### src/rtl/uart_csr_pkg.sv
// Shared constants for the serial port register front end: register
// offsets, bit positions inside the control and status words, widths and
// the decoded register selector.
package uart_csr_pkg;
    localparam int DATA_W    = 32;
    localparam int BYTE_W    = 8;
    localparam int CTRL_W    = 9;
    localparam int MODE_W    = 11;
    localparam int STAT_W    = 12;

    localparam int OFS_CTRL  = 'h00;
    localparam int OFS_MODE  = 'h04;
    localparam int OFS_STAT  = 'h2C;
    localparam int OFS_DATA  = 'h30;

    localparam int CB_TX_EN  = 4;
    localparam int CB_RX_EN  = 2;
    localparam int CB_TX_FL  = 1;
    localparam int CB_RX_FL  = 0;

    localparam int SB_TX_ACT = 11;
    localparam int SB_TX_FUL = 4;
    localparam int SB_RX_EMP = 1;

    localparam logic [MODE_W-1:0] MODE_RESET = 11'h020;

    typedef enum logic [2:0] {
        SEL_NONE,
        SEL_CTRL,
        SEL_MODE,
        SEL_STAT,
        SEL_DATA
    } reg_sel_e;
endpackage

### src/rtl/uart_byte_fifo.sv
// Synchronous byte queue with a flush input.
// Assumes: push when full and pop when empty are ignored; flush wins over
// push and pop in the same cycle; rdata shows the head entry (undefined
// content when empty). Any DEPTH >= 2 is allowed.
module uart_byte_fifo #(
    parameter int WIDTH = 8,
    parameter int DEPTH = 16
) (
    input  logic             clk,
    input  logic             rst_n,
    input  logic             flush,
    input  logic             push,
    input  logic [WIDTH-1:0] wdata,
    input  logic             pop,
    output logic [WIDTH-1:0] rdata,
    output logic             full,
    output logic             empty
);
    localparam int PTR_W = (DEPTH > 1) ? $clog2(DEPTH) : 1;
    localparam int CNT_W = $clog2(DEPTH + 1);
    localparam logic [PTR_W-1:0] LAST = PTR_W'(DEPTH - 1);

    logic [WIDTH-1:0] mem [DEPTH];
    logic [PTR_W-1:0] wr_ptr, rd_ptr;
    logic [CNT_W-1:0] cnt;
    logic             do_push, do_pop;

    assign full    = (cnt == CNT_W'(DEPTH));
    assign empty   = (cnt == '0);
    assign do_push = push && !full;
    assign do_pop  = pop && !empty;
    assign rdata   = mem[rd_ptr];

    // Pointer and occupancy tracking, cleared by reset or flush.
    always_ff @(posedge clk) begin
        if (!rst_n || flush) begin
            wr_ptr <= '0;
            rd_ptr <= '0;
            cnt    <= '0;
        end else begin
            if (do_push) wr_ptr <= (wr_ptr == LAST) ? '0 : wr_ptr + 1'b1;
            if (do_pop)  rd_ptr <= (rd_ptr == LAST) ? '0 : rd_ptr + 1'b1;
            cnt <= cnt + CNT_W'(do_push) - CNT_W'(do_pop);
        end
    end

    // Storage write; content needs no reset.
    always_ff @(posedge clk) begin
        if (do_push && !flush) mem[wr_ptr] <= wdata;
    end


    // full queue with a push and nothing leaving stays full, no wrap
    no_overflow_chk: assert property (@(posedge clk) disable iff (!rst_n)
        (full && push && !pop && !flush) |=> (full && $stable(rd_ptr)));


    // an empty queue never goes negative on a pop
    no_underflow_chk: assert property (@(posedge clk) disable iff (!rst_n)
        (empty && pop && !push && !flush) |=> empty);


    flush_empties_chk: assert property (@(posedge clk) disable iff (!rst_n)
        flush |=> empty);
endmodule

### src/rtl/uart_csr_status.sv
// Builds the read-only channel status word from the queue flags and the
// transmit shifter busy input. Purely combinational.
module uart_csr_status
    import uart_csr_pkg::*;
(
    input  logic              tx_empty,
    input  logic              tx_full,
    input  logic              rx_empty,
    input  logic              tx_busy,
    output logic [STAT_W-1:0] stat_word
);
    // Place each flag at its bit position; other bits stay zero.
    always_comb begin
        stat_word            = '0;
        stat_word[SB_TX_ACT] = !tx_empty || tx_busy;
        stat_word[SB_TX_FUL] = tx_full;
        stat_word[SB_RX_EMP] = rx_empty;
    end
endmodule

### src/rtl/uart_csr_regs.sv
// Address decode, control and line-format storage, data port strobes and
// the registered response path.
// Assumes: every request is accepted in the cycle it is presented; reads
// sample state from before the clock edge that takes the request.
module uart_csr_regs
    import uart_csr_pkg::*;
#(
    parameter int ADDR_W = 8
) (
    input  logic              clk,
    input  logic              rst_n,
    input  logic              req_valid,
    input  logic              req_write,
    input  logic [ADDR_W-1:0] req_addr,
    input  logic [DATA_W-1:0] req_wdata,
    output logic              rsp_valid,
    output logic [DATA_W-1:0] rsp_rdata,
    input  logic [STAT_W-1:0] stat_word,
    input  logic [BYTE_W-1:0] rx_head,
    input  logic              rx_empty,
    input  logic              tx_full,
    output logic [CTRL_W-1:0] ctrl_q,
    output logic [MODE_W-1:0] mode_q,
    output logic              tx_push,
    output logic              rx_pop
);
    localparam logic [CTRL_W-1:0] FLUSH_MASK =
        CTRL_W'((1 << CB_TX_FL) | (1 << CB_RX_FL));

    reg_sel_e          sel;
    logic              wr_hit, rd_hit, ctrl_wr;
    logic [DATA_W-1:0] rd_mux;
    logic              unused_wdata;

    assign unused_wdata = ^req_wdata[DATA_W-1:CTRL_W];

    // Map the byte offset to a register; anything else is unmapped.
    always_comb begin
        if      (req_addr == ADDR_W'(OFS_CTRL)) sel = SEL_CTRL;
        else if (req_addr == ADDR_W'(OFS_MODE)) sel = SEL_MODE;
        else if (req_addr == ADDR_W'(OFS_STAT)) sel = SEL_STAT;
        else if (req_addr == ADDR_W'(OFS_DATA)) sel = SEL_DATA;
        else                                    sel = SEL_NONE;
    end

    assign wr_hit  = req_valid && req_write;
    assign rd_hit  = req_valid && !req_write;
    assign ctrl_wr = wr_hit && (sel == SEL_CTRL);
    assign tx_push = wr_hit && (sel == SEL_DATA) && !tx_full;
    assign rx_pop  = rd_hit && (sel == SEL_DATA) && !rx_empty;

    // Control word: a write loads it, otherwise the flush bits drop.
    always_ff @(posedge clk) begin
        if (!rst_n)       ctrl_q <= '0;
        else if (ctrl_wr) ctrl_q <= req_wdata[CTRL_W-1:0];
        else              ctrl_q <= ctrl_q & ~FLUSH_MASK;
    end

    // Line-format word: plain storage with a non-zero reset value.
    always_ff @(posedge clk) begin
        if (!rst_n)                         mode_q <= MODE_RESET;
        else if (wr_hit && sel == SEL_MODE) mode_q <= req_wdata[MODE_W-1:0];
    end

    // Read data selection from pre-edge state.
    always_comb begin
        case (sel)
            SEL_CTRL: rd_mux = DATA_W'(ctrl_q);
            SEL_MODE: rd_mux = DATA_W'(mode_q);
            SEL_STAT: rd_mux = DATA_W'(stat_word);
            SEL_DATA: rd_mux = rx_empty ? '0 : DATA_W'(rx_head);
            default:  rd_mux = '0;
        endcase
    end

    // One response per request, one cycle later.
    always_ff @(posedge clk) begin
        if (!rst_n) begin
            rsp_valid <= 1'b0;
            rsp_rdata <= '0;
        end else begin
            rsp_valid <= req_valid;
            rsp_rdata <= rd_hit ? rd_mux : '0;
        end
    end


    rsp_follows_req_chk: assert property (@(posedge clk) disable iff (!rst_n)
        req_valid |=> rsp_valid);


    rsp_only_on_req_chk: assert property (@(posedge clk) disable iff (!rst_n)
        !req_valid |=> (!rsp_valid && rsp_rdata == '0));


    flush_self_clear_chk: assert property (@(posedge clk) disable iff (!rst_n)
        ((|(ctrl_q & FLUSH_MASK)) && !ctrl_wr) |=> ((ctrl_q & FLUSH_MASK) == '0));
endmodule

### src/rtl/uart_csr_frontend.sv
// Register front end of a serial port: register block, status assembly
// and one byte FIFO per direction.
// Assumes: the shift engines pop only while tx_avail is high (extra pops
// are ignored) and present received bytes with a one-cycle rx_push.
module uart_csr_frontend
    import uart_csr_pkg::*;
#(
    parameter int ADDR_W     = 8,
    parameter int FIFO_DEPTH = 16
) (
    input  logic              clk,
    input  logic              rst_n,
    input  logic              req_valid,
    output logic              req_ready,
    input  logic              req_write,
    input  logic [ADDR_W-1:0] req_addr,
    input  logic [DATA_W-1:0] req_wdata,
    output logic              rsp_valid,
    output logic [DATA_W-1:0] rsp_rdata,
    output logic              tx_en,
    output logic              rx_en,
    output logic [MODE_W-1:0] mode_cfg,
    output logic [BYTE_W-1:0] tx_data,
    output logic              tx_avail,
    input  logic              tx_pop,
    input  logic              tx_busy,
    input  logic [BYTE_W-1:0] rx_data,
    input  logic              rx_push
);
    logic [CTRL_W-1:0] ctrl_q;
    logic [STAT_W-1:0] stat_word;
    logic [BYTE_W-1:0] rx_head;
    logic              tx_full, tx_empty, rx_full, rx_empty;
    logic              tx_push, rx_pop, tx_flush, rx_flush;
    logic              unused_rx_full;

    assign req_ready      = 1'b1;
    assign tx_en          = ctrl_q[CB_TX_EN];
    assign rx_en          = ctrl_q[CB_RX_EN];
    assign tx_flush       = ctrl_q[CB_TX_FL];
    assign rx_flush       = ctrl_q[CB_RX_FL];
    assign tx_avail       = tx_en && !tx_empty;
    assign unused_rx_full = rx_full;

    uart_csr_regs #(.ADDR_W(ADDR_W)) u_regs (
        .clk       (clk),
        .rst_n     (rst_n),
        .req_valid (req_valid),
        .req_write (req_write),
        .req_addr  (req_addr),
        .req_wdata (req_wdata),
        .rsp_valid (rsp_valid),
        .rsp_rdata (rsp_rdata),
        .stat_word (stat_word),
        .rx_head   (rx_head),
        .rx_empty  (rx_empty),
        .tx_full   (tx_full),
        .ctrl_q    (ctrl_q),
        .mode_q    (mode_cfg),
        .tx_push   (tx_push),
        .rx_pop    (rx_pop)
    );

    uart_byte_fifo #(.WIDTH(BYTE_W), .DEPTH(FIFO_DEPTH)) u_tx_fifo (
        .clk   (clk),
        .rst_n (rst_n),
        .flush (tx_flush),
        .push  (tx_push),
        .wdata (req_wdata[BYTE_W-1:0]),
        .pop   (tx_pop && tx_avail),
        .rdata (tx_data),
        .full  (tx_full),
        .empty (tx_empty)
    );

    uart_byte_fifo #(.WIDTH(BYTE_W), .DEPTH(FIFO_DEPTH)) u_rx_fifo (
        .clk   (clk),
        .rst_n (rst_n),
        .flush (rx_flush),
        .push  (rx_push && rx_en),
        .wdata (rx_data),
        .pop   (rx_pop),
        .rdata (rx_head),
        .full  (rx_full),
        .empty (rx_empty)
    );

    uart_csr_status u_status (
        .tx_empty  (tx_empty),
        .tx_full   (tx_full),
        .rx_empty  (rx_empty),
        .tx_busy   (tx_busy),
        .stat_word (stat_word)
    );


    tx_flush_idle_chk: assert property (@(posedge clk) disable iff (!rst_n)
        tx_flush |=> !tx_avail);


    // the head byte stays put while nothing is taken or flushed
    tx_head_hold_chk: assert property (@(posedge clk) disable iff (!rst_n)
        (tx_avail && !tx_pop && !tx_flush) |=> (tx_avail || !tx_en) && $stable(tx_data));


    busy_shows_active_chk: assert property (@(posedge clk) disable iff (!rst_n)
        tx_busy |-> stat_word[SB_TX_ACT]);
endmodule

### config.mk
export PLATFORM = sky130hd
export DESIGN_NAME = uart_csr_frontend
export DESIGN_NICKNAME = d
export VERILOG_FILES = /design/src/rtl/uart_csr_pkg.sv /design/src/rtl/uart_byte_fifo.sv /design/src/rtl/uart_csr_status.sv /design/src/rtl/uart_csr_regs.sv /design/src/rtl/uart_csr_frontend.sv
export SDC_FILE = /design/constraint.sdc
export NUM_CORES = 1
export LEC_CHECK = 0
export BUFFER_PORTS_ARGS = -buffer_cell sky130_fd_sc_hd__buf_2
export CAP_MARGIN = 30
export CORE_UTILIZATION = 60
export DETAILED_ROUTE_END_ITERATION = 7
export GPL_TIMING_DRIVEN = 0
export PLACE_DENSITY = 0.84
export SLEW_MARGIN = 20
export SYNTH_ARGS = -nofsm -noshare
export SYNTH_HDL_FRONTEND = slang
export SYNTH_SLANG_ARGS = --single-unit
### constraint.sdc
create_clock -name clk -period 6.5 [get_ports clk]
set_input_delay 1.3 -clock clk [delete_from_list [all_inputs] [get_ports clk]]
set_output_delay 1.3 -clock clk [all_outputs]
set_load 0.005 [all_outputs]
-- Yosys cells after proc, flatten, opt, wreduce, memory -nomap -nowiden
Memories as Yosys holds them, arrays and structs flattened. A register that Yosys moved wholly into a read port is not among the register bits.
Cells that the tools add are included.
- flip-flop bits (word level): 79
- RAM bits: 256
- input bits: 55
- output and inout bits: 56
- word-level logic and storage cells: 85
- memories kept: 2
- $add $sub $neg: 8
- equality and inequality tests: 13
- multiplexer cells: 18
- reductions and logical operators: 33
- memories (name ; words ; width ; read ports ; clocked after Yosys merged registers in ; wr ports ; line ; RTL):
    u_rx_fifo.mem ; 16 ; 8 ; 1 ; 1 ; 1 ; uart_byte_fifo.sv:23 ; logic [WIDTH-1:0] mem [DEPTH];
    u_tx_fifo.mem ; 16 ; 8 ; 1 ; 1 ; 1 ; uart_byte_fifo.sv:23 ;
- operator list (cell ; count):
    32-bit case mux with 4 select lines ; 1
    4-bit two-way mux ; 8
    1-bit logical AND ; 17
    4-bit by 1-bit adder with 4-bit output, second input constant ; 4
    4-bit equality test, second input constant ; 4
    8-bit by 6-bit equality test with 1-bit output, second input constant ; 2
    3-bit two-way mux ; 4
    5-bit by 1-bit adder with 5-bit output ; 2
    5-bit equality test, second input constant ; 2
    5-bit zero test ; 2
    5-bit by 1-bit subtractor with 5-bit output ; 2
    8-bit by 3-bit equality test with 1-bit output, second input constant ; 1
    1-bit zero test ; 8
    8-bit zero test ; 1
    8-bit two-way mux ; 1
    3-bit by 2-bit equality test with 1-bit output, second input constant ; 2
    1-bit two-way mux ; 4
    2-bit AND reduction ; 2
    3-bit by 1-bit equality test with 1-bit output, second input constant ; 1
    3-bit equality test, second input constant ; 1
    1-bit logical OR ; 3

-- Logic depth before layout (Yosys ltp)
Gate-level depths: netlist of run 1.
- depth after elaboration: 12
- depth in mapped cells: 14

-- By module
Synthesis of run 1 repeated with hierarchy kept, for this count alone.
- cells, all modules: 799
- area total of the unflattened synthesis: 13417.9 um^2
- modules (own cells, without submodules) (module ; instances ; cells each ; area an instance (um^2) ; sequential area each (um^2)):
    uart_byte_fifo ; 2 ; 309 ; 5835.6 ; 4184.0
    uart_csr_regs ; 1 ; 163 ; 1621.6 ; 660.6
    uart_csr_status ; 1 ; 13 ; 92.6 ; 0.0
    uart_csr_frontend ; 1 ; 5 ; 32.5 ; 0.0

-- Worst setup path after synthesis of run 1
No wires, ideal clock.
- path type: input-to-reg
- start: in req_addr[1]
- end: reg u_rx_fifo.cnt[4]
- data arrival time: 3.685 ns
- data required time: 6.430 ns
- slack: 2.745 ns
- cell stages on the path: 11
- buffers on the path: 0
- cells stage by stage: or4_4 or3_4 nor2_1 ha_1 inv_1 ha_1 fa_1 a21oi_1 nor2_1 or3_1 a21oi_1
- cells in the longest elaborated chain, start to end: 10
- RTL lines (element ; line ; RTL):
    from (decl) ; uart_csr_frontend.sv:16 ; input logic [ADDR_W-1:0] req_addr,
    8-bit by 6-bit equality test with 1-bit output ; uart_csr_regs.sv:42 ; else if (req_addr == ADDR_W'(OFS_DATA)) sel = SEL_DATA;
    3-bit two-way mux ; uart_csr_regs.sv:42 ;
    3-bit two-way mux ; uart_csr_regs.sv:41 ; else if (req_addr == ADDR_W'(OFS_STAT)) sel = SEL_STAT;
    3-bit two-way mux ; uart_csr_regs.sv:40 ; else if (req_addr == ADDR_W'(OFS_MODE)) sel = SEL_MODE;
    3-bit two-way mux (*) ; uart_csr_regs.sv:39 ; if (req_addr == ADDR_W'(OFS_CTRL)) sel = SEL_CTRL;
    3-bit equality test (*) ; uart_csr_regs.sv:50 ; assign rx_pop = rd_hit && (sel == SEL_DATA) && !rx_empty;
    1-bit logical AND (*) (2 in a row) ; uart_csr_regs.sv:50 ;
    1-bit logical AND (*) ; uart_byte_fifo.sv:31 ; assign do_pop = pop && !empty;
    5-bit by 1-bit subtractor with 5-bit output (*) ; uart_byte_fifo.sv:43 ; cnt <= cnt + CNT_W'(do_push) - CNT_W'(do_pop);
    to (signal assigned) ; uart_byte_fifo.sv:43 ;
    to (decl) ; uart_byte_fifo.sv:25 ; logic [CNT_W-1:0] cnt;
Every way passes the cells marked *; elsewhere a longest branch is shown, timed or not.
A chain may end at the register's enable or synchronous reset.

==> flow_metrics.py, run 1 <==
metrics = {
    "cts": {
        "path_clk_slew_ns": 0.06,
        "postCtsSetupBuffers": 0,
        "clk_path_buf_depth": 3,
        "holdBufCountCts": 0,
        "worstSkewPairLatency_ns": 0.55,
        "clock_sinks": 323,
        "tritoncts": "built",
        "numCtsBuffers": 30,
        "cts.htree.levels": 1,
        "root_buffer": "clkbuf_16",
        "cts_resized": 0,
    },
    "grt": {
        "grtUsageMet1": 0.3251,
        "gr-usage-met3": 0.03780,
        "overflow": 0,
        "grt-busiest-layer": "met2",
        "grt_start_max_net_pins": 19,
        "grtUsageMet2": 0.4685,
        "grt_first_pass_wirelength_um": 43180,
        "antenna_found_initial": 0,
        "grt_pass1_vias": 7583,
        "track_usage": 0.2612,
    },
    "pwr": {
        "swShare": 0.1957,
        "internal_power_uw": 3207,
        "total_power_uw": 3988,
        "power_frac_seq": 0.558,
        "power_frac_clock": 0.424,
        "combPwrFrac": 0.018,
        "p_switching_uw": 780.4,
        "peakVddDrop_mv": 0.2479,
        "leakagePower_uw": 0.004997,
        "powerDensity_mw_per_mm2": 268.7,
    },
    "final_layout": {
        "fin_nets": 990,
        "nFillCells": 1344,
        "area_delta_synth_final_pct": 13.13,
        "final_util": 0.6992,
        "final_layout_size_suffix_gt1_frac": 0.2428,
        "fin_cells": 1210,
        "n_antenna_cell": 0,
    },
    "setup_path": {
        "crit_fanout": 10,
        "cp-endpoint": "tx_data[0]",
        "r2r-start": "u_tx_fifo.cnt[2]",
        "worstSetupEndpointType": "output pin",
        "crit_arrival_ns": 2.78,
        "rr_endpoint": "u_tx_fifo.cnt[4]",
        "reg2reg_slack_ns": 3.09,
        "path_class": "flip-flop to output pin",
        "worstPathRequired_ns": 5.20,
        "startpoint_type": "flip-flop",
        "reg2reg_depth": 13,
    },
    "logic_synthesis": {
        "netlist_instances": 792,
        "synth_area_mm2": 0.01312,
        "ys_seq_elements": 323,
        "ys_types": 57,
        "synth-xor-area-share": 0.005342,
        "synthSimpleGateAreaFrac": 0.07145,
        "yosys_most_used_dff": "edfxtp_1",
        "async_reset_ff_frac": 0,
        "synth_compound_area_frac": 0.04731,
        "yosysSeqAreaShare": 0.6884,
        "synth_top_family_by_area": "multiplexers",
        "synthMuxAreaShare": 0.1319,
        "syn_area_per_cell_um2": 16.56,
        "synthAdderAreaFrac": 0.02404,
        "synth-edff-count": 256,
        "yosysWarnings": 0,
    },
    "routing": {
        "antenna_left": 0,
        "wl_per_cell_um": 23.26,
        "post-route-drc-count": 0,
        "drt-total-wl_um": 28150,
        "num_vias": 7469,
        "vias_per_cell": 6.173,
        "first_pass_iters": 6,
        "drtIter0Drc": 708,
    },
    "min_path": {
        "hold_class": "flip-flop to flip-flop",
        "whs_path_depth": 2,
    },
    "sta": {
        "finalSetupTns_ns": 0,
        "slew_viol_final": 0,
        "setup_violations": 0,
        "period_share": 0.6277,
        "skew_ns": 0.01199,
        "maxSlewHeadroom": 0.3399,
        "period_needed_ns": 4.080,
        "tightest_slew_ns": 0.9864,
        "rsz0062_at_grt": "no",
        "hold_viol": 0,
        "timing.fmax_ghz": 0.2451,
        "fin_hold_ws_ns": 0.4869,
    },
    "floorplanning": {
        "num_rows": 53,
        "start_util": 0.6181,
        "io_pins": 111,
        "coreArea_mm2": 0.02122,
        "die_height_um": 149.9,
        "die_w_um": 149.9,
        "die_area_mm2": 0.02246,
    },
    "run_status": {
        "outcome": "completed",
    },
    "run": {
        "maxCapViolations": 0,
    },
    "placed_design": {
        "place_congestion": 0.8490,
        "dpl.hpwl_um": 17950,
        "dp.cells": 1153,
        "io_buffers": 67,
    },
}
==> metal layers <==
metal  vias up  share of wire  wire length (um)
met4         0          0.029               806
met5         -              0                 0
met2       379           0.53             14910
met3        70          0.073              2060
met1      3703           0.37             10380
li1       3317              -                 -
==> kinds of logic after synthesis <==
family,Yosys count
AO/OA/AOI/OAI,102
adder cells (fa/ha/maj),24
flip-flops,323
multiplexers,85
XOR/XNOR,8
buffers and inverters,84
AND/OR/NAND/NOR,164
other,2
==> registers in the layout, summed over array words and instances (netlist names), named ones only <==
name,cells
u_rx_fifo.wr_ptr,4
u_tx_fifo.rd_ptr,4
u_regs.rsp_rdata,12
u_rx_fifo.mem,128
u_rx_fifo.cnt,5
u_regs.ctrl_q,9
u_regs.mode_q,11
u_rx_fifo.rd_ptr,4
u_tx_fifo.cnt,5
u_tx_fifo.wr_ptr,4
u_regs.rsp_valid,1
u_tx_fifo.mem,128
==> cell usage after synthesis, drive strengths merged, types with 5 or more instances <==
cell type  number  area [um2]
inv            24       90.09
o21ai          27       135.1
dfxtp          67        1341
or4             5       42.54
xnor2           6       52.55
and3            7       43.79
a21oi          37       188.9
clkbuf         23       86.33
nand2b          5       31.28
nor2           38       150.1
ha             22       275.3
nor2b           5       31.28
a22oi          14       105.1
buf            36       226.5
nor3           11       55.05
or3             6       42.54
and4           10       87.58
o2bb2ai         5       43.79
edfxtp        256        7687
mux4           70        1577
mux2i          12       120.1
and2            8       50.05
nand2          18       67.56
nand3          29       145.1
==> through the flow <==
stage | cell area [um2] | worst slack (ns)
after CTS | 14830 | 2.371
after global routing | 14840 | 2.293
final | 14840 | 2.420
after global placement | 13870 | 2.441
after floorplan | 13190 | 2.745
after detailed placement | 13890 | 2.419
==> critical path, stage by stage (launching register included) <==
cell,delay [ns]
dfxtp_1,0.32
clkbuf_1,0.24
buf_2,0.42
mux4_2,0.60
mux4_2,0.50
buf_2,0.14
==> power groups by stage <==
stage / Clock [uW] / Combinational (uW) / Sequential (uW)
floorplan: 0 / 26.1 / 2270
global placement: 0 / 67.0 / 2270
detailed placement: 0 / 69.7 / 2270
CTS: 1700 / 70.3 / 2230
global route: 1770 / 77.4 / 2220
finish: 1690 / 71.6 / 2230
==> cell type report <==
cell class                 instances  area, um2  share of cell area
clock inverter                     9      70.07            0.004722
sequential                       323       9029              0.6085
multi-input combinational        404       3772              0.2542
timing repair buffer              68      340.3             0.02294
buffer                            59      312.8             0.02108
tap                              275      344.1             0.02319
clock buffer                      47      875.8             0.05903
inverter                          25      93.84            0.006324
==> worst min-delay path by stage <==
stage,from,to,slack (ns)
finish,u_regs.ctrl_q[8],u_regs.ctrl_q[8],0.49
global placement,u_regs.ctrl_q[5],u_regs.ctrl_q[5],0.46
detailed placement,u_regs.ctrl_q[6],u_regs.ctrl_q[6],0.47
floorplan,u_regs.ctrl_q[3],u_regs.ctrl_q[3],0.45
CTS,u_regs.ctrl_q[7],u_regs.ctrl_q[7],0.48
global route,u_regs.ctrl_q[7],u_regs.ctrl_q[7],0.50
==> placed cells by master, fill, tap and decap left out, types with 6 or more instances in the layout <==
cell         n
a21oi_1     36
a22oi_1     14
and2_1       8
and3_1       7
and4_1      10
buf_2       77
buf_4       21
clkbuf_1    35
clkbuf_16   31
conb_1      21
dfxtp_1     67
edfxtp_1   256
ha_1        22
inv_1       24
mux2i_1     12
mux4_2      70
nand2_1     18
nand3_1     29
nor2_1      37
nor3_1       7
o21ai_0     27
xnor2_1      6
No activity file was read; power rests on OpenSTA's default activity.
==> run 2, diff against run 1 <==
--- a/config.mk
+++ b/config.mk
@@ -5,12 +5,13 @@
 export SDC_FILE = /design/constraint.sdc
 export NUM_CORES = 1
 export LEC_CHECK = 0
+export ABC_AREA = 1
 export BUFFER_PORTS_ARGS = -buffer_cell sky130_fd_sc_hd__buf_2
 export CAP_MARGIN = 30
-export CORE_UTILIZATION = 60
+export CORE_UTILIZATION = 54
 export DETAILED_ROUTE_END_ITERATION = 7
 export GPL_TIMING_DRIVEN = 0
-export PLACE_DENSITY = 0.84
+export PLACE_DENSITY = 0.8
 export SLEW_MARGIN = 20
 export SYNTH_ARGS = -nofsm -noshare
 export SYNTH_HDL_FRONTEND = slang
==> constraint.sdc (replaced) <==
create_clock -name clk -period 3.7 [get_ports clk]
set_input_delay 0.74 -clock clk [delete_from_list [all_inputs] [get_ports clk]]
set_output_delay 0.74 -clock clk [all_outputs]
set_load 0.005 [all_outputs]
==> flow_metrics.py, run 2 <==
metrics = {
    "logic_synthesis": {
        "synth_top_area_share": 0.5529,
        "yosys_most_used_dff": "edfxtp_1",
        "yosys-top-cells-count": "257 x nand2_1, 256 x edfxtp_1, 192 x nor2_1",
        "async_reset_ff_frac": 0,
        "synth_area_leader_cell": "edfxtp_1",
        "synth-edff-count": 256,
        "yosys-top-cells-area": "edfxtp_1 55%, dfxtp_1 9.6%, nand2_1 6.9%",
        "netlist_instances": 1351,
        "ys_types": 37,
        "yosysWarnings": 0,
        "ys_seq_elements": 323,
        "yosysSeqAreaShare": 0.6494,
        "synth_area_mm2": 0.01390,
        "synth_most_common_cell": "nand2_1",
        "syn_area_per_cell_um2": 10.29,
    },
    "routing": {
        "wl_per_cell_um": 18.28,
        "num_vias": 10042,
        "drt-total-wl_um": 33400,
        "post-route-drc-count": 0,
        "first_pass_iters": 5,
        "antenna_left": 0,
        "drtIter0Drc": 1048,
        "vias_per_cell": 5.496,
    },
    "pwr": {
        "total_power_uw": 7207,
        "p_switching_uw": 1422,
        "combPwrFrac": 0.017,
        "peakVddDrop_mv": 0.4328,
        "leakagePower_uw": 0.006303,
        "swShare": 0.1974,
        "internal_power_uw": 5785,
        "powerDensity_mw_per_mm2": 456.6,
        "power_frac_clock": 0.440,
        "power_frac_seq": 0.543,
    },
    "floorplanning": {
        "num_rows": 58,
        "die_height_um": 162.5,
        "die_w_um": 162.5,
        "coreArea_mm2": 0.02525,
        "start_util": 0.5505,
        "io_pins": 111,
        "die_area_mm2": 0.02639,
    },
    "cts": {
        "numCtsBuffers": 31,
        "path_clk_slew_ns": 0.06,
        "root_buffer": "clkbuf_16",
        "cts.htree.levels": 1,
        "worstSkewPairLatency_ns": 0.56,
        "clk_path_buf_depth": 3,
        "tritoncts": "built",
        "clock_sinks": 323,
        "cts_resized": 0,
        "holdBufCountCts": 0,
        "postCtsSetupBuffers": 0,
    },
    "setup_path": {
        "worstSetupEndpointType": "output pin",
        "cpPeakStageDelay_ns": 0.42,
        "crit_fanout": 10,
        "worstPathCellList": "buf_4 -> clkbuf_1 -> o21ai_0 -> o211ai_1 -> nand3_1 -> nand2_1 -> buf_2",
        "critical_path.top_delay_family": "buffers and inverters",
        "worstPathRequired_ns": 2.96,
        "crit_arrival_ns": 2.42,
        "slowest_stage": "o211ai_1",
        "startpoint_type": "flip-flop",
        "path_class": "flip-flop to output pin",
        "path_buf_inv": 3,
    },
    "sta": {
        "period_share": 0.8537,
        "fin_hold_ws_ns": 0.4017,
        "skew_ns": 0.02063,
        "maxSlewHeadroom": 0.3814,
        "fin_ws_ns": 0.5412,
        "setup_violations": 0,
        "hold_viol": 0,
        "rsz0062_at_grt": "no",
        "slew_viol_final": 0,
        "period_needed_ns": 3.159,
        "timing.fmax_ghz": 0.3166,
        "finalSetupTns_ns": 0,
        "tightest_slew_ns": 0.9245,
    },
    "placed_design": {
        "place_ws_ns": 0.7261,
        "dpl.hpwl_um": 22590,
        "io_buffers": 68,
        "place_congestion": 0.8755,
    },
    "run": {
        "maxCapViolations": 0,
    },
    "grt": {
        "antenna_found_initial": 0,
        "overflow": 0,
        "grt_first_pass_wirelength_um": 51780,
        "grt_start_max_net_pins": 19,
        "track_usage": 0.2572,
        "grt_pass1_vias": 9674,
    },
    "final_layout": {
        "final_layout_size_suffix_gt1_frac": 0.1296,
        "multi_input_area_mm2": 0.003892,
        "reg_top3": "u_rx_fifo.mem x128, u_tx_fifo.mem x128, u_regs.rsp_rdata x12",
        "area_delta_synth_final_pct": 13.52,
        "seq_area_mm2": 0.009029,
        "fin_nets": 1551,
        "layout_common_cells": "257 x nand2_1, 256 x edfxtp_1, 192 x nor2_1, 160 x inv_1, 121 x nand3_1",
        "nFillCells": 1897,
        "n_antenna_cell": 0,
        "final_common_cell": "nand2_1",
    },
    "run_status": {
        "outcome": "completed",
    },
    "min_path": {
        "hold_class": "input pin to flip-flop",
    },
}
-- run 2: cell count changes after synthesis, moves of 14 or more --
cell | previous run | this run
a22oi_1 | 14 | 0
inv_1 | 24 | 160
mux4_2 | 70 | 0
nand2_1 | 18 | 257
nand3_1 | 29 | 121
nor2_1 | 37 | 192
o211ai_1 | 0 | 33
o21ai_0 | 27 | 83
-- run 2: logic make-up (layout without fill, tap and decap cells) --
family | count (synthesis) | count (layout) | synth area share
AOI/OAI and AO/OA | 154 | 154 | 0.06192
xor gates and xnor gates | 8 | 8 | 0.005040
adders and majority gates | 24 | 24 | 0.02268
buffers and inverters | 239 | 366 | 0.07685
DFF | 323 | 323 | 0.6494
other | 2 | 21 | 0.0005402
and+or+nand+nor | 601 | 601 | 0.1836
-- run 2: worst reg2reg max path: stages, from the launching register on --
cell and delay (ns):
dfxtp_1 0.32, inv_1 0.07, ha_1 0.17, nand4_1 0.22, nand3_1 0.24, inv_1 0.13
ha_1 0.29, inv_1 0.04, ha_1 0.21, fa_1 0.41, nand2_1 0.09, nand2_1 0.06
a21oi_1 0.18, nand2_1 0.07, nand2_1 0.06, nor2_1 0.04
-- run 2: cell type report --
class | count | share of cell area
Sequential cell | 323 | 0.5721
Multi-Input combinational cell | 808 | 0.2466
Clock buffer | 41 | 0.05684
Inverter | 167 | 0.04003
Buffer | 72 | 0.02767
Tap cell | 330 | 0.02616
Timing Repair Buffer | 69 | 0.02204
Clock inverter | 17 | 0.008562
-- run 2: stage by stage --
step,util,cells,instance area (um2)
floorplan,-,1370,13970
global placement,0.5832,1768,14730
detailed placement,0.5841,1769,14750
CTS,0.6250,1827,15780
global route,0.6250,1827,15780
finish,0.6250,1827,15780
-- run 2: final timing paths --
| kind | start | to | slack [ns] | cells past startpoint |
|---|---|---|---|---|
| worst max-delay path | flip-flop | tx_data[3] | 0.54 | 7 |
| worst min-delay path | req_wdata[10] | u_regs.mode_q[10] | 0.40 | 3 |
| worst max register to register | u_tx_fifo.cnt[3] | u_tx_fifo.cnt[4] | 1.00 | 15 |
| worst min register to register | u_regs.mode_q[10] | u_regs.rsp_rdata[10] | 0.47 | 2 |
-- run 2: power by group through the flow --
stage,registers (uW),logic [uW],clock network (uW)
floorplan,3990,44.2,0
global placement,3990,118,0
detailed placement,3990,121,0
CTS,3910,122,3180
global route,3910,135,3320
finish,3910,126,3170
-- run 2: layer usage --
| metal | vias to the layer above | share of wire | track usage |
|---|---|---|---|
| met5 | - | 0 | 0 |
| met1 | 4695 | 0.39 | 0.3453 |
| met2 | 553 | 0.47 | 0.4180 |
| met4 | 0 | 0.037 | 0.1016 |
| met3 | 98 | 0.097 | 0.04304 |
| li1 | 4696 | - | - |
